## config.mk

```make
export PLATFORM = sky130hd
export DESIGN_NAME = link_replay_supervisor
export DESIGN_NICKNAME = d
export VERILOG_FILES = /design/src/rtl/link_replay_pkg.sv /design/src/rtl/replay_timer.sv /design/src/rtl/replay_counter.sv /design/src/rtl/link_replay_supervisor.sv
export SDC_FILE = /design/constraint.sdc
export NUM_CORES = 1
export LEC_CHECK = 0
export BUFFER_PORTS_ARGS = -buffer_cell sky130_fd_sc_hd__buf_2
export CORE_UTILIZATION = 51
export CTS_CLUSTER_SIZE = 25
export DETAILED_ROUTE_END_ITERATION = 6
export MAX_ROUTING_LAYER = met4
export PLACE_DENSITY = 0.72
export SLEW_MARGIN = 0
export SYNTH_ARGS = -nofsm -noshare
export SYNTH_HDL_FRONTEND = slang
export SYNTH_SLANG_ARGS = --single-unit
```

## constraint.sdc

```tcl
create_clock -name clk_i -period 2.1 [get_ports clk_i]
set_clock_uncertainty 0.2 [all_clocks]
set_input_delay 0.42 -clock clk_i [delete_from_list [all_inputs] [get_ports clk_i]]
set_output_delay 0.42 -clock clk_i [all_outputs]
set_load 0.1 [all_outputs]
```

## src/rtl/link_replay_pkg.sv

```systemverilog
package link_replay_pkg;
  localparam int unsigned LIMIT_W_DEF    = 16;
  localparam int unsigned MAX_REPLAY_DEF = 3;
endpackage

```

## src/rtl/replay_timer.sv

```systemverilog
module replay_timer #(
  parameter int unsigned LIMIT_W = 16
) (
  input  logic               clk_i,
  input  logic               rst_ni,
  input  logic               hold_i,
  input  logic               start_i,
  input  logic               stop_i,
  input  logic               ack_i,
  input  logic [LIMIT_W-1:0] limit_i,
  output logic               expire_o
);
  logic               run_q;
  logic [LIMIT_W-1:0] cnt_q;
  logic [LIMIT_W-1:0] lim_q;

  assign expire_o = run_q && (cnt_q == lim_q);

  always_ff @(posedge clk_i or negedge rst_ni) begin
    if (!rst_ni) begin
      run_q <= 1'b0;
      cnt_q <= '0;
      lim_q <= '0;
    end else if (hold_i) begin
      run_q <= 1'b0;
      cnt_q <= '0;
    end else if (start_i) begin
      run_q <= 1'b1;
      cnt_q <= '0;
      lim_q <= limit_i;
    end else if (stop_i) begin
      run_q <= 1'b0;
      cnt_q <= '0;
    end else if (ack_i) begin
      cnt_q <= '0;
    end else if (expire_o) begin
      run_q <= 1'b0;
      cnt_q <= '0;
    end else if (run_q) begin
      cnt_q <= cnt_q + 1'b1;
    end
  end

  assert_hold_quiet_R7: assert property (@(posedge clk_i) disable iff (!rst_ni)
    hold_i |=> !expire_o);
  assert_stop_quiet_R5: assert property (@(posedge clk_i) disable iff (!rst_ni)
    (stop_i && !start_i) |=> !expire_o);
  assert_count_bound_R2: assert property (@(posedge clk_i) disable iff (!rst_ni)
    run_q |-> cnt_q <= lim_q);
endmodule

```

## src/rtl/replay_counter.sv

```systemverilog
module replay_counter #(
  parameter int unsigned MAX_REPLAY = 3,
  localparam int unsigned CNT_W = $clog2(MAX_REPLAY + 1)
) (
  input  logic             clk_i,
  input  logic             rst_ni,
  input  logic             cause_i,
  input  logic             ack_i,
  input  logic             retrain_done_i,
  output logic             replay_o,
  output logic             retrain_o,
  output logic             pending_o,
  output logic [CNT_W-1:0] cnt_o
);
  logic             pending_q;
  logic [CNT_W-1:0] cnt_q;
  logic [CNT_W-1:0] base;
  logic             ev;

  assign ev        = cause_i && !pending_q;
  assign base      = ack_i ? '0 : cnt_q;
  assign pending_o = pending_q;
  assign cnt_o     = cnt_q;

  always_ff @(posedge clk_i or negedge rst_ni) begin
    if (!rst_ni) begin
      pending_q <= 1'b0;
      cnt_q     <= '0;
      replay_o  <= 1'b0;
      retrain_o <= 1'b0;
    end else begin
      replay_o  <= 1'b0;
      retrain_o <= 1'b0;
      if (retrain_done_i) begin
        cnt_q     <= '0;
        pending_q <= 1'b0;
        replay_o  <= pending_q;
      end else if (ev) begin
        if (base == CNT_W'(MAX_REPLAY)) begin
          retrain_o <= 1'b1;
          pending_q <= 1'b1;
          cnt_q     <= base;
        end else begin
          replay_o <= 1'b1;
          cnt_q    <= base + 1'b1;
        end
      end else begin
        cnt_q <= base;
      end
    end
  end

  assert_single_req_R9: assert property (@(posedge clk_i) disable iff (!rst_ni)
    $onehot0({replay_o, retrain_o}));
  assert_retrain_pulse_R9: assert property (@(posedge clk_i) disable iff (!rst_ni)
    retrain_o |=> !retrain_o);
  assert_retrain_at_max_R9: assert property (@(posedge clk_i) disable iff (!rst_ni)
    $rose(pending_q) |-> cnt_q == CNT_W'(MAX_REPLAY));
  assert_cnt_bound_R8: assert property (@(posedge clk_i) disable iff (!rst_ni)
    cnt_q <= CNT_W'(MAX_REPLAY));
  assert_done_clears_R10: assert property (@(posedge clk_i) disable iff (!rst_ni)
    retrain_done_i |=> (cnt_q == '0) && !pending_q);
endmodule

```

## src/rtl/link_replay_supervisor.sv

```systemverilog
module link_replay_supervisor
  import link_replay_pkg::*;
#(
  parameter int unsigned LIMIT_W    = LIMIT_W_DEF,
  parameter int unsigned MAX_REPLAY = MAX_REPLAY_DEF,
  localparam int unsigned CNT_W = $clog2(MAX_REPLAY + 1)
) (
  input  logic               clk_i,
  input  logic               rst_ni,
  input  logic               pkt_sent_i,
  input  logic               ack_i,
  input  logic               nak_i,
  input  logic               outstanding_i,
  input  logic [LIMIT_W-1:0] timeout_limit_i,
  input  logic               retrain_done_i,
  output logic               replay_req_o,
  output logic               retrain_req_o,
  output logic [CNT_W-1:0]   replay_cnt_o
);
  logic expire;
  logic pending;
  logic cause;

  replay_timer #(.LIMIT_W(LIMIT_W)) i_timer (
    .clk_i    (clk_i),
    .rst_ni   (rst_ni),
    .hold_i   (!outstanding_i || pending),
    .start_i  (pkt_sent_i),
    .stop_i   (nak_i),
    .ack_i    (ack_i),
    .limit_i  (timeout_limit_i),
    .expire_o (expire)
  );

  // an ACK in the expiry cycle wins over the timeout
  assign cause = nak_i || (expire && !ack_i);

  replay_counter #(.MAX_REPLAY(MAX_REPLAY)) i_counter (
    .clk_i          (clk_i),
    .rst_ni         (rst_ni),
    .cause_i        (cause),
    .ack_i          (ack_i),
    .retrain_done_i (retrain_done_i),
    .replay_o       (replay_req_o),
    .retrain_o      (retrain_req_o),
    .pending_o      (pending),
    .cnt_o          (replay_cnt_o)
  );

  assert_req_pulse_R5: assert property (@(posedge clk_i) disable iff (!rst_ni)
    (replay_req_o && !$past(retrain_done_i)) |=> !replay_req_o);
  assert_req_cause_R6: assert property (@(posedge clk_i) disable iff (!rst_ni)
    replay_req_o |-> $past(nak_i || expire || retrain_done_i));
endmodule

```

==> impl.org, run 1 <==
** Outcome
- The flow ran to the end, and the final reports show no timing, DRC or antenna violations.

** Timing
- After layout, the minimum clock period comes to 2.078 ns.
- At the pin with the least slew margin, the transition time is 0.5137 ns.
- Headroom to the max-slew limit came out at 65.75%.
- The final-report max-slew violation count was 0.
- Number of hold violations in the final report :: 0
- Unrepaired setup endpoints after global routing :: yes
- Dividing the final minimum period by the clock period gives 98.93%.
- Maximum clock frequency :: 481.3 MHz
- Setup violations remaining at the end of the flow were counted as 0.

** Critical path
- The worst register-to-register path has a depth of 6.
- The worst register-to-register path begins at i_timer.cnt_q[10]$_DFFE_PN0P_.
- STA classifies the critical path startpoint as a flop.
- Start-to-end type of the worst setup path :: flop to flop
- Capturing element of the worst setup path :: i_timer.run_q$_DFFE_PN0P_
- Setup slack on the worst reg-to-reg path comes out at about 0.022 ns.
- Req. time, crit path :: 2.07 ns
- Sort of element at the end of the critical path :: flop
- The endpoint identified for the worst register-to-register timing path is i_timer.run_q$_DFFE_PN0P_.
- Data arrival at the endpoint of the critical path :: roughly 2.1 ns
- Largest fanout on the critical path :: 4
- In this run the worst setup path begins at i_timer.cnt_q[10]$_DFFE_PN0P_.

** Placement
- The placed instances occupy a cell area of 2245 um^2.
- Final GP Congestion :: 0.8335
- IO Port Bufs :: 26
- Placed cells :: roughly 270
- Post-detailed-placement half-perimeter wirelength :: 3172 um

** Clock tree
- For this design, the sink count on the clock tree is 38.
- The H-tree was split into 2 levels.
- TritonCTS built the clock tree.
- Clock-pin slew on the worst setup and hold paths :: 0.08 ns
- Inserted Clock Buffers :: 5
- Clock Tree Buf Depth :: 2
- For the worst-skew pair, the clock arrives at the later sink with an insertion delay of 0.29 ns.
- Clock root cell :: sky130_fd_sc_hd__clkbuf_8

** Hold path
- The worst hold path begins at timeout_limit_i[6].
- The tightest min-delay check is of the input pin to flop type.

** Detailed routing
- The first TritonRoute pass finished after 4 iterations.
- Residual DRC count :: 0
- In this run the remaining antenna-violating nets after routing total 0.
- Number of DRC violations after detailed-routing iteration 0 :: 64
- Routed length on met1 :: 1928 um
- Total wirelength of the detailed-routed design :: around 4500 um
- In the final routed layout, each cell accounts on average for roughly 16 um.
- Across all layers, the routed design uses roughly 1600 vias.
- Routed met3 length :: 189 um
- Met2 Wirelength :: 2353 um
- In the routed layout, each cell is associated on average with a via count of ~5.7.
- Top Layer Used :: met4

** Synthesis
- Netlist Area Pre-Place :: 2007 um^2
- Yosys mapped the design onto 34 distinct sky130hd cell types.
- Counting flops and latches in the post-synthesis netlist gives 38.
- Synthesis produced a netlist with a net count of approximately 210.
- Cells after synthesis :: 190
- Dominant register cell in the synthesized netlist :: sky130_fd_sc_hd__dfrtp_1
- Number of flops mapped to enable cells by yosys :: 0
- In the post-synthesis netlist, the biggest area contributors are sky130_fd_sc_hd__dfrtp_1 (47%), sky130_fd_sc_hd__mux2_2 (9.5%), sky130_fd_sc_hd__xnor2_1 (7.4%).
- The average instance in the mapped netlist occupies 10.56 um^2.
- Total of warnings raised by yosys :: 0
- Post-synth top area share :: 47.38%
- The share of the Yosys chip area taken by registers is 47.38%.
- Asr flop ratio synth :: 100.0%
- Dominant cell type by area after synthesis :: sky130_fd_sc_hd__dfrtp_1

** Global routing
- Antenna violations before repair :: 0
- In the global route stage, overall resource usage came out at 25.08%.
- Entering global routing, the biggest net connects 21 pins.
- The first global-routing pass estimated 7700 um of wire.
- Via count of the first global-routing pass :: 1661
- Total overflow reported by the global router :: 0

** Cells and area
- Leading cell type in the layout, fill and taps excluded :: sky130_fd_sc_hd__dfrtp_1
- Storage element area :: 950.9 um^2
- The multi-input combinational cells in the finished layout cover a total of 1025 um^2.
- Area of all placed cells without fillers :: around 2400 um^2
- In the layout the commonest cells are sky130_fd_sc_hd__dfrtp_1 (38), sky130_fd_sc_hd__buf_2 (26), sky130_fd_sc_hd__nor2_1 (18), sky130_fd_sc_hd__nor3_1 (18).
- Total number of nets in the final design :: 252
- After the flow finishes, the layout carries non-filler instances totaling 277.
- The post-route netlist has 28.38% of its cells at a drive strength greater than 1.
- Final-layout fill cell count :: 298
- Once layout is complete, the utilization of the core stands at 64.21%.
- Relative to the synthesized area, the layout overhead comes to 18.89%.
- Inserted Diodes :: 0

** Flow run
- The tool flagged a number of max-cap violations equal to 0.

** Floorplanning
- 27 I/O pins were placed.
- Die Span Y :: 64.73 um
- The total area inside the core boundary comes to 3716 um^2.
- In this run the horizontal extent of the chip is 64.73 um.
- After floorplanning, the core was divided into 22 placement rows.
- Starting density of the core :: a little over half
- Area of the die :: about 4200 um^2

** Pwr
- IR analysis of the VDD net gives a maximum drop of 0.0003531 V.
- Summed over all cells, the static leakage comes to approximately 0.0010 uW.
- Power per cell area :: 665.0 nW/um^2
flip-flops by register name (all words and copies together) (netlist names):
name	flops
i_counter.replay_o	1
i_timer.lim_q	16
i_timer.cnt_q	16
i_timer.run_q	1
i_counter.pending_o	1
i_counter.retrain_o	1
i_counter.cnt_o	2
critical path: stages, from the launching register on:
cell and delay (ns):
sky130_fd_sc_hd__dfrtp_1 0.43, sky130_fd_sc_hd__xor2_1 0.19, sky130_fd_sc_hd__nor4_2 0.32, sky130_fd_sc_hd__nand4_1 0.21, sky130_fd_sc_hd__buf_4 0.20, sky130_fd_sc_hd__nor4b_4 0.28, sky130_fd_sc_hd__o31ai_1 0.12
where the power goes:
group / switching (uW) / leakage, uW / internal (uW)
Clock: 262 / 0.0000472 / 264
Combinational: 129 / 0.000489 / 108
Sequential: 41.2 / 0.000492 / 782
Total: 433 / 0.00103 / 1150
cells by family after synthesis:
kind of cell               Yosys count  share of synthesized area (%)
adders and majority gates            1                         0.6233
AOI/OAI and AO/OA                   18                          6.546
DFF                                 38                          47.38
and+or+nand+nor                     75                          20.14
xor gates and xnor gates            29                          12.66
buffers and inverters               11                          2.618
muxes                               18                          10.04
synthesized netlist by cell type, types with 2 or more instances:
cell / number
sky130_fd_sc_hd__nor2_1: 18
sky130_fd_sc_hd__nor4_4: 2
sky130_fd_sc_hd__dfrtp_1: 38
sky130_fd_sc_hd__nand4_1: 5
sky130_fd_sc_hd__a21oi_1: 3
sky130_fd_sc_hd__xnor2_1: 17
sky130_fd_sc_hd__inv_1: 6
sky130_fd_sc_hd__o31ai_1: 2
sky130_fd_sc_hd__nor3_1: 18
sky130_fd_sc_hd__nand4b_1: 2
sky130_fd_sc_hd__nand3_1: 9
sky130_fd_sc_hd__nor4_1: 2
sky130_fd_sc_hd__a21o_1: 2
sky130_fd_sc_hd__a211oi_1: 3
sky130_fd_sc_hd__nand2_1: 11
sky130_fd_sc_hd__nand2b_1: 2
sky130_fd_sc_hd__mux2_2: 17
sky130_fd_sc_hd__xor2_1: 12
sky130_fd_sc_hd__o21ai_0: 2
sky130_fd_sc_hd__and3_1: 2
sky130_fd_sc_hd__buf_2: 3
sky130_fd_sc_hd__a22o_1: 2
area by class of cell:
cell class | instances | share of cell area (%)
multi-input cells | 141 | 42.95
flip-flops and latches | 38 | 39.85
repair buffers | 36 | 9.754
clock buffers | 6 | 3.461
well taps | 48 | 2.517
inverters | 6 | 0.9439
clock inverters | 2 | 0.5244
timing repair:
item                       CTS  global route
gates resized for setup      2             1
hold endpoints to repair    19             0
setup endpoints to repair   16            16
hold buffers                 1             0
pin swaps                    1             2
setup buffers                0             2
worst min path at each step:
stage | endpoint | slack, ns | cells after the start
final | i_timer.lim_q[6]$_DFFE_PN0P_ | 0.15 | 2
after global routing | i_timer.lim_q[6]$_DFFE_PN0P_ | 0.15 | 2
after CTS | i_timer.lim_q[6]$_DFFE_PN0P_ | 0.15 | 2
after detailed placement | i_counter.cnt_o[0]$_DFF_PN0_ | 0.21 | 1
after global placement | i_counter.cnt_o[1]$_DFF_PN0_ | 0.21 | 1
after floorplan | i_counter.cnt_o[0]$_DFF_PN0_ | -0.08 | 0
per-layer routing:
| metal | vias to the layer above | track usage (%) |
|---|---|---|
| met5 | - | - |
| met2 | 36 | 42.97 |
| met3 | 9 | 5.810 |
| li1 | 749 | - |
| met1 | 777 | 28.33 |
| met4 | 0 | 9.444 |
per-stage QoR:
| stage | setup slack [ns] | hold slack [ns] | TNS (ns) | total power (uW) |
|---|---|---|---|---|
| 6_report | 0.02244 | 0.1546 | 0 | 1587 |
| 4_1_cts | 0.01479 | 0.1529 | 0 | 1593 |
| 3_5_place_dp | 0.05252 | 0.2141 | 0 | 1065 |
| 3_3_place_gp | 0.08629 | 0.2066 | 0 | 1054 |
| 5_1_grt | -0.04310 | 0.1460 | -0.4483 | 1653 |
| 2_1_floorplan | 0.07824 | -0.07559 | 0 | 978.5 |
(Power assumes the default switching activity.)
==> run 2: changes to the inputs <==
--- a/config.mk
+++ b/config.mk
@@ -14,4 +14,5 @@
 export SLEW_MARGIN = 0
 export SYNTH_ARGS = -nofsm -noshare
 export SYNTH_HDL_FRONTEND = slang
+export SYNTH_HIERARCHICAL = 1
 export SYNTH_SLANG_ARGS = --single-unit
==> impl.org, run 2 <==
** Outcome
- The run finished, with violations left.
- The final reports fail on setup timing.

** Clock tree
- In this run the clock root is driven by a sky130_fd_sc_hd__clkbuf_8.
- Clock Tree Buf Depth :: 2 (unchanged)
- Clock-pin slew on the worst setup and hold paths :: 0.08 ns (about the same)
- The count of H-tree levels built during CTS came to 2 (unchanged).
- The CTS buffer count came to 5 (unchanged).
- The insertion delay of the later-clocked pin in the worst-skew pair was 0.29 ns (about the same).
- The CTS sink count was 38 (unchanged).
- TritonCTS built the clock tree.

** Cells and area
- Total number of nets in the final design :: 256 (+1.6%)
- The utilization after layout came to 66.08% (+1.9 points).
- Inserted Diodes :: 0 (unchanged)
- The library cells used most frequently in the layout, excluding fill and tap cells, are sky130_fd_sc_hd__dfrtp_1 (36), sky130_fd_sc_hd__buf_2 (26), sky130_fd_sc_hd__nor2_1 (21).
- Share of post-route cells with drive strength above 1 :: 34.76% (+6.4 points)
- The library cell used most frequently in the layout, excluding fill and tap cells, is sky130_fd_sc_hd__dfrtp_1.
- The post-route cell area is 2437 um^2 (+2.2%).
- Area growth from synthesis to final layout :: 23.06%

** Floorplanning
- The number of cell rows is 22 (unchanged).
- The area of the die came to 4137 um^2 (-1.3%).
- Core ar. :: 3689 um^2 (-0.74%)
- Boundary pin count :: 27 (unchanged)
- Starting density of the core :: 53.70% (-0.31 points)
- The die extent in x was 64.32 um (-0.63%).
- The overall die height is 64.32 um (-0.63%).

** Detailed routing
- Residual DRC count :: 0 (unchanged)
- The wire length reported by the detailed router came to 4403 um (-2.8%).
- First drt pass iteration count :: 4 (unchanged)
- The first-iteration detailed-routing DRC count came to 100 (+56%).
- The residual antenna-violating net count after detailed routing is 0 (unchanged).
- The final routed wire length divided by cell count is 15.67 um (-4.2%).
- Via count :: 1590 (+1.2%)
- Via density :: 5.658 (-0.23%)

** Global routing
- The global routing met3 resource utilization is 4.643% (-1.2 points).
- The met2 routing resource usage after global routing is 39.87% (-3.1 points).
- GR Util met1 :: 31.71% (+3.4 points)
- The global router's overall resource usage is 25.15% (+0.070 points).
- The number of antenna violations at the first check in global routing is 0 (unchanged).
- The sum of overflow across all layers after global routing is 0 (unchanged).
- The number of global-route vias before repair was 1598 (-3.8%).
- Pin count of the biggest net entering global routing :: 22 (+4.8%)
- The global routing stage identified its most utilized layer as met2.
- The wire length of the first global-routing pass was 7610 um (-1.2%).

** Pwr
- The total power density per cell area is 736.9 nW/um^2 (+11%).
- Cell leakage power :: 0.001118 uW (+8.7%)
- The maximum VDD drop came to 0.0004537 V (+28%).

** Critical path
- The worst setup path is captured at a flop.
- The worst setup path is of the flop to flop kind.
- Data arrival at the endpoint of the critical path :: 2.12 ns (+0.07 ns)
- Req. time, crit path :: 2.09 ns (+0.02 ns)
- Largest fanout on the critical path :: 3 (-1)
- The worst setup path is launched from a flop.

** Timing
- Worst Slack Setup Final :: -0.03041 ns (-0.05286 ns)
- The setup-violating endpoint count in the final report is 1 (+1).
- Actual slew at the worst max-slew pin :: 0.4839 ns (-0.02980 ns)
- The headroom to the max-slew limit was 67.96% (+2.2 points).
- The final-report max-slew violation count was 0 (unchanged).
- Number of hold violations in the final report :: 0 (unchanged)
- The share of the cycle needed by the critical path after routing is 101.4% (+2.5 points).
- Unrepaired setup endpoints after global routing :: yes
- The timing-limited maximum frequency is 469.4 MHz (-2.5%).
- Final total negative setup slack :: -0.03041 ns (-0.03041 ns)
- The clock period minus worst slack is 2.130 ns (+0.05286 ns).

** Synthesis
- The average instance area after synthesis is 10.59 um^2 (+0.27%).
- The area share of the largest cell type after synthesis came to 48.01% (+0.63 points).
- The sequential element share of the synthesized area is 48.01% (+0.63 points).
- The post-synthesis cell count came to 187 (-1.6%).
- Top area cells in the synthesized netlist :: sky130_fd_sc_hd__dfrtp_1 (48%), sky130_fd_sc_hd__xor2_1 (9.3%), sky130_fd_sc_hd__mux2_2 (9.1%)
- Most frequently used cell type in the post-synthesis netlist :: sky130_fd_sc_hd__dfrtp_1
- The count of distinct cell types in the synthesized netlist came to 39 (+15%).
- The commonest cells after synthesis are sky130_fd_sc_hd__dfrtp_1 (38), sky130_fd_sc_hd__nor2_1 (22), sky130_fd_sc_hd__xor2_1 (21).
- The count of synthesis-stage warnings from yosys came to 6 (+6).
- Mapped Nets :: 211 (-1.4%)
- In the synthesized netlist the dominant register cell turns out to be sky130_fd_sc_hd__dfrtp_1.
- Number of flops mapped to enable cells by yosys :: 0 (unchanged)
- The synthesized design spends more area on one cell type than any other, namely sky130_fd_sc_hd__dfrtp_1.
- The summed instance area of the synthesized netlist came to 1981 um^2 (-1.3%).
- Asr flop ratio synth :: 100.0% (unchanged)
- The synthesis-stage register bit count is 38 (unchanged).

** Flow run
- The max capacitance violation total came to 0 (unchanged).

** Hold path
- The tightest min-delay check is of the input pin to flop type.

** Placement
- Post-detailed-placement half-perimeter wirelength :: 3285 um (+3.5%)
- The worst slack after detailed placement was -0.003390 ns (-0.05591 ns).
- IO Port Bufs :: 26 (unchanged)
- Final GP Congestion :: 0.9158 (+9.9%)
- Post-DP Area :: 2233 um^2 (-0.50%)
-- run 2: cell types whose count changed after synthesis, sizes merged, moves of 3 or more --
cell	previous run	this run
a211oi	3	0
and3	2	5
nor2	18	22
nor3	18	9
nor4	4	9
xnor2	17	5
xor2	12	21
-- run 2: logic make-up after synthesis --
family,count (synthesis),synth area share (%)
AOI/OAI and AO/OA,18,6.064
DFF,38,48.01
buffers and inverters,10,2.969
adders and majority gates,1,0.6316
xor gates and xnor gates,26,11.50
muxes,16,9.097
and+or+nand+nor,78,21.73
-- run 2: where the power goes --
| part | total (uW) | switching (uW) | leakage (uW) | internal (uW) |
|---|---|---|---|---|
| Sequential | 825 | 43.5 | 0.000488 | 782 |
| Clock | 750 | 274 | 0.0000683 | 476 |
| Combinational | 221 | 118 | 0.000561 | 103 |
-- run 2: final cells by class --
class	instances	area, um^2
Clock buffer	5	68.82
Tap cell	48	60.06
Timing Repair Buffer	43	272.8
Sequential cell	38	953.4
Inverter	5	18.77
Fill cell	284	1251
Clock inverter	3	68.82
Multi-Input combinational cell	139	994.7
-- run 2: final timing paths --
check                                                   from                            to  slack [ns]  cells past startpoint
worst min register to register  i_timer/lim_q[9]$_DFFE_PN0P_  i_timer/lim_q[9]$_DFFE_PN0P_        0.33                      1
min in group asynchronous                             rst_ni  i_timer/cnt_q[6]$_DFFE_PN0P_        0.41                      2
max in group asynchronous                             rst_ni  i_timer/lim_q[0]$_DFFE_PN0P_        0.83                      3
worst max-delay path            i_timer/lim_q[2]$_DFFE_PN0P_  i_counter/cnt_o[0]$_DFF_PN0_       -0.03                      8
worst max register to register  i_timer/lim_q[2]$_DFFE_PN0P_  i_counter/cnt_o[0]$_DFF_PN0_       -0.03                      8
worst min-delay path                      timeout_limit_i[1]  i_timer/lim_q[1]$_DFFE_PN0P_        0.15                      2
-- run 2: repair_timing --
action | in CTS | in global routing
resized for setup | 2 | 5
setup endpoints to repair | 1 | 4
endpoints found under the hold margin | 17 | 0
pin swaps | 3 | 9
hold buffers | 1 | 0
buffers inserted | 0 | 4
-- run 2: routing by layer --
metal | wire [um] | vias up
met2 | 2155 | 68
met1 | 1900 | 762
met3 | 270 | 14
li1 | - | 746
met5 | 0 | -
met4 | 77 | 0
-- run 2: worst max-delay path: stages, from the launching register on --
cell	delay, ns
sky130_fd_sc_hd__dfrtp_1	0.41
sky130_fd_sc_hd__xor2_2	0.20
sky130_fd_sc_hd__nor4_2	0.30
sky130_fd_sc_hd__nand4_1	0.19
sky130_fd_sc_hd__nor2_2	0.18
sky130_fd_sc_hd__a21o_1	0.17
sky130_fd_sc_hd__nand2b_1	0.12
sky130_fd_sc_hd__nor3b_2	0.19
sky130_fd_sc_hd__nor3_1	0.06
-- run 2: through the flow --
step	power, uW	hold slack (ns)	std cells
after global routing	1869	0.1408	281
after global placement	1036	0.1865	268
after detailed placement	1049	0.1981	268
final	1796	0.1542	281
after floorplan	963.8	-0.07559	187
after CTS	1798	0.1459	277
==> run 3: changes to the inputs <==
--- a/config.mk
+++ b/config.mk
@@ -6,11 +6,11 @@
 export NUM_CORES = 1
 export LEC_CHECK = 0
 export BUFFER_PORTS_ARGS = -buffer_cell sky130_fd_sc_hd__buf_2
-export CORE_UTILIZATION = 51
+export CORE_UTILIZATION = 55
 export CTS_CLUSTER_SIZE = 25
 export DETAILED_ROUTE_END_ITERATION = 6
 export MAX_ROUTING_LAYER = met4
-export PLACE_DENSITY = 0.72
+export PLACE_DENSITY = 0.77
 export SLEW_MARGIN = 0
 export SYNTH_ARGS = -nofsm -noshare
 export SYNTH_HDL_FRONTEND = slang
==> impl.org, run 3 (synthesis results as in run 2) <==
** Outcome
- Outcome :: complete, no violations

** Timing
- Final cycle utilization of the critical path :: 98.50% (-3.0 points)
- Unrepaired setup endpoints after global routing :: yes
- The clock period minus worst slack came to 2.068 ns (-0.06201 ns).
- Final setup fails :: 0 (-1)
- Number of hold violations in the final report :: 0 (unchanged)
- The final-report max-slew violation count was 0 (unchanged).
- Normalized max-slew margin :: 67.75% (-0.21 points)
- Actual slew at the worst max-slew pin :: 0.4871 ns (+0.003176 ns)
- The timing-limited maximum frequency came to 483.5 MHz (+3.0%).

** Global routing
- The largest net degree at the start of global routing came to 21 (-4.5%).
- The global routing stage identified its most utilized layer as met2.
- GR Layer Usage met2 :: 39.21% (-0.66 points)
- The global routing met3 resource utilization is 7.039% (+2.4 points).
- The sum of overflow across all layers after global routing came to 0 (unchanged).
- Total GRT Usage :: 26.03% (+0.88 points)
- Antenna violations before repair :: 0 (unchanged)
- The met1 usage in global routing came to 33.24% (+1.5 points).
- Global-route wire length before repair :: 6824 um (-10%)
- The number of global-route vias before repair was 1553 (-2.8%).

** Floorplanning
- The overall die height came to 62.01 um (-3.6%).
- The die extent in x was 62.01 um (-3.6%).
- Starting density of the core :: 58.43% (+4.7 points)
- Boundary pin count :: 27 (unchanged)
- The area of the die came to 3845 um^2 (-7.1%).
- The number of cell rows is 21 (-4.5%).
- The core area was 3390 um^2 (-8.1%).

** Critical path
- Data arrival at the endpoint of the critical path :: 2.13 ns (about the same)
- Worst reg2reg endpoint :: i_counter/cnt_o[0]$_DFF_PN0_
- The worst reg-to-reg path cell count was 8 (unchanged).
- The worst setup path is captured at a flop.
- Largest fanout on the critical path :: 3 (unchanged)
- Critical register-to-register path startpoint :: i_timer/lim_q[1]$_DFFE_PN0P_
- The data required time at the worst endpoint is 2.16 ns (+0.07 ns).
- Start-to-end type of the worst setup path :: flop to flop
- Slack of the worst reg-to-reg path :: 0.03 ns (+0.06 ns)
- Worst setup SP type :: flop

** Cells and area
- The library cell used most frequently in the layout, excluding fill and tap cells, is sky130_fd_sc_hd__dfrtp_1.
- Storage element area :: 950.9 um^2 (-0.26%)
- Final-layout fill cell count :: 248 (-13%)
- Area growth from synthesis to final layout :: 22.05%
- Multi-input gate area :: 1006 um^2 (+1.1%)
- The number of diodes was 0 (unchanged).
- The fraction of final layout cells with drive strength greater than 1 came to 34.33% (-0.43 points).
- The net total in the final layout was 256 (unchanged).
- The top cell types in the final layout, fill and taps aside, are sky130_fd_sc_hd__dfrtp_1 (38), sky130_fd_sc_hd__buf_2 (26), sky130_fd_sc_hd__nor2_1 (21).
- The number of non-filler instances in the completed layout was 279 (-0.71%).
- The utilization after layout was 71.32% (+5.2 points).

** Hold path
- The instance count along the most critical hold path was 2 (unchanged).
- The path with the worst hold slack has its endpoint at i_counter/pending_o$_DFFE_PN0P_.
- In this run the most critical hold path is launched from retrain_done_i.
- Worst hold path type :: input pin to flop

** Placement
- Final GP Congestion :: 0.9319 (+1.8%)
- The quantity of I/O buffers inserted on ports is 26 (unchanged).
- Placed cells :: 267 (-0.37%)
- Post-detailed-placement half-perimeter wirelength :: 3109 um (-5.3%)

** Detailed routing
- Number of DRC violations after detailed-routing iteration 0 :: 49 (-51%)
- Via count :: 1532 (-3.6%)
- First drt pass iteration count :: 4 (unchanged)
- The final routed DRC violation total came to 0 (unchanged).
- Via density :: 5.491 (-3.0%)
- The residual antenna-violating net count after detailed routing is 0 (unchanged).
- Per-cell routed wire length :: 15.29 um (-2.4%)
- Total wirelength of the detailed-routed design :: 4266 um (-3.1%)

** Pwr
- Proportion of total power due to net switching :: 24.80% (+0.56 points)
- Power per cell area :: 706.1 nW/um^2 (-4.2%)
- The share of power burned in combinational logic is 13.1% (+0.8 points).
- Int Power :: 1284 uW (-5.7%)
- The clock network power share came to 38.6% (-3.1 points).
- Cell leakage power :: 0.001118 uW (about the same)
- The maximum VDD drop is 0.0005261 V (+16%).
- The net switching power was 423.2 uW (-2.8%).
- The proportion of power drawn by flip-flops and latches is 48.3% (+2.4 points).

** Clock tree
- The number of buffers on the longest clock path is 2 (unchanged).
- Clock latency of the later-clocked register in the worst-skew pair :: 0.36 ns (+0.07 ns)
- TritonCTS clock tree :: done
- Clock root cell :: sky130_fd_sc_hd__clkbuf_4
- The clock input transition at the sequential cells of the worst setup and hold paths was 0.13 ns (+0.05 ns).
- The count of H-tree levels built during CTS came to 2 (unchanged).
- The CTS buffer count came to 5 (unchanged).
- CTS sink count :: 38 (unchanged)

** Flow run
- Max-cap check violation count :: 0 (unchanged)
[run 3: worst max path at each step]
stage,from,end,slack [ns],depth (start not counted)
after floorplan,i_timer/cnt_q[6]$_DFFE_PN0P_,i_counter/cnt_o[1]$_DFF_PN0_,0.08,8
after global placement,i_timer/cnt_q[5]$_DFFE_PN0P_,i_counter/cnt_o[0]$_DFF_PN0_,0.08,8
after detailed placement,i_timer/cnt_q[5]$_DFFE_PN0P_,i_counter/cnt_o[0]$_DFF_PN0_,-0.04,8
after CTS,i_timer/lim_q[1]$_DFFE_PN0P_,i_counter/cnt_o[0]$_DFF_PN0_,0.02,8
after global routing,i_timer/lim_q[1]$_DFFE_PN0P_,i_counter/cnt_o[1]$_DFF_PN0_,-0.06,8
final,i_timer/lim_q[1]$_DFFE_PN0P_,i_counter/cnt_o[0]$_DFF_PN0_,0.03,8
[run 3: area by class of cell]
cell class	instances	area share, %
clock inverter	2	2.484
clock buffer	6	2.122
timing repair buffer	43	11.28
tap	46	2.381
inverter	5	0.7764
multi-input combinational	139	41.61
sequential	38	39.34
[run 3: metal layers]
metal,vias up,share of wire (%)
li1,746,-
met1,722,46
met2,51,46
met3,13,4.8
met4,0,2.6
met5,-,0
[run 3: what timing repair did]
action	in CTS	in global routing
gates resized for setup	1	6
pin swaps	3	3
hold buffers	1	0
endpoints found under the setup margin	2	6
buffers inserted	3	0
endpoints found under the hold margin	18	0
[run 3: through the flow]
step / hold WS [ns] / instance area (um^2) / total power (uW) / setup WS (ns) / TNS [ns]
2_1_floorplan: -0.07559 / 1981 / 963.8 / 0.07836 / 0
3_3_place_gp: 0.1878 / 2238 / 1039 / 0.07863 / 0
3_5_place_dp: 0.1925 / 2238 / 1050 / -0.04394 / -0.04776
4_1_cts: 0.07023 / 2385 / 1701 / 0.02073 / 0
5_1_grt: 0.06703 / 2417 / 1772 / -0.05606 / -0.1512
6_report: 0.07786 / 2417 / 1707 / 0.03159 / 0
[run 3: power by group through the flow]
stage / Sequential [uW] / Clock, uW / Combinational [uW]
after global routing: 831 / 699 / 242
final: 825 / 659 / 223
after floorplan: 845 / 0 / 118
after CTS: 824 / 662 / 214
after detailed placement: 838 / 0 / 212
after global placement: 834 / 0 / 205
[run 3: critical path, stage by stage, from the launching register on]
cell and delay (ns):
sky130_fd_sc_hd__dfrtp_1 0.41, sky130_fd_sc_hd__xor2_1 0.20, sky130_fd_sc_hd__nor4_2 0.31, sky130_fd_sc_hd__nand4_1 0.17, sky130_fd_sc_hd__nor2_2 0.15, sky130_fd_sc_hd__a21o_1 0.16, sky130_fd_sc_hd__nand2b_1 0.12, sky130_fd_sc_hd__nor3b_2 0.17
sky130_fd_sc_hd__nor3_1 0.07
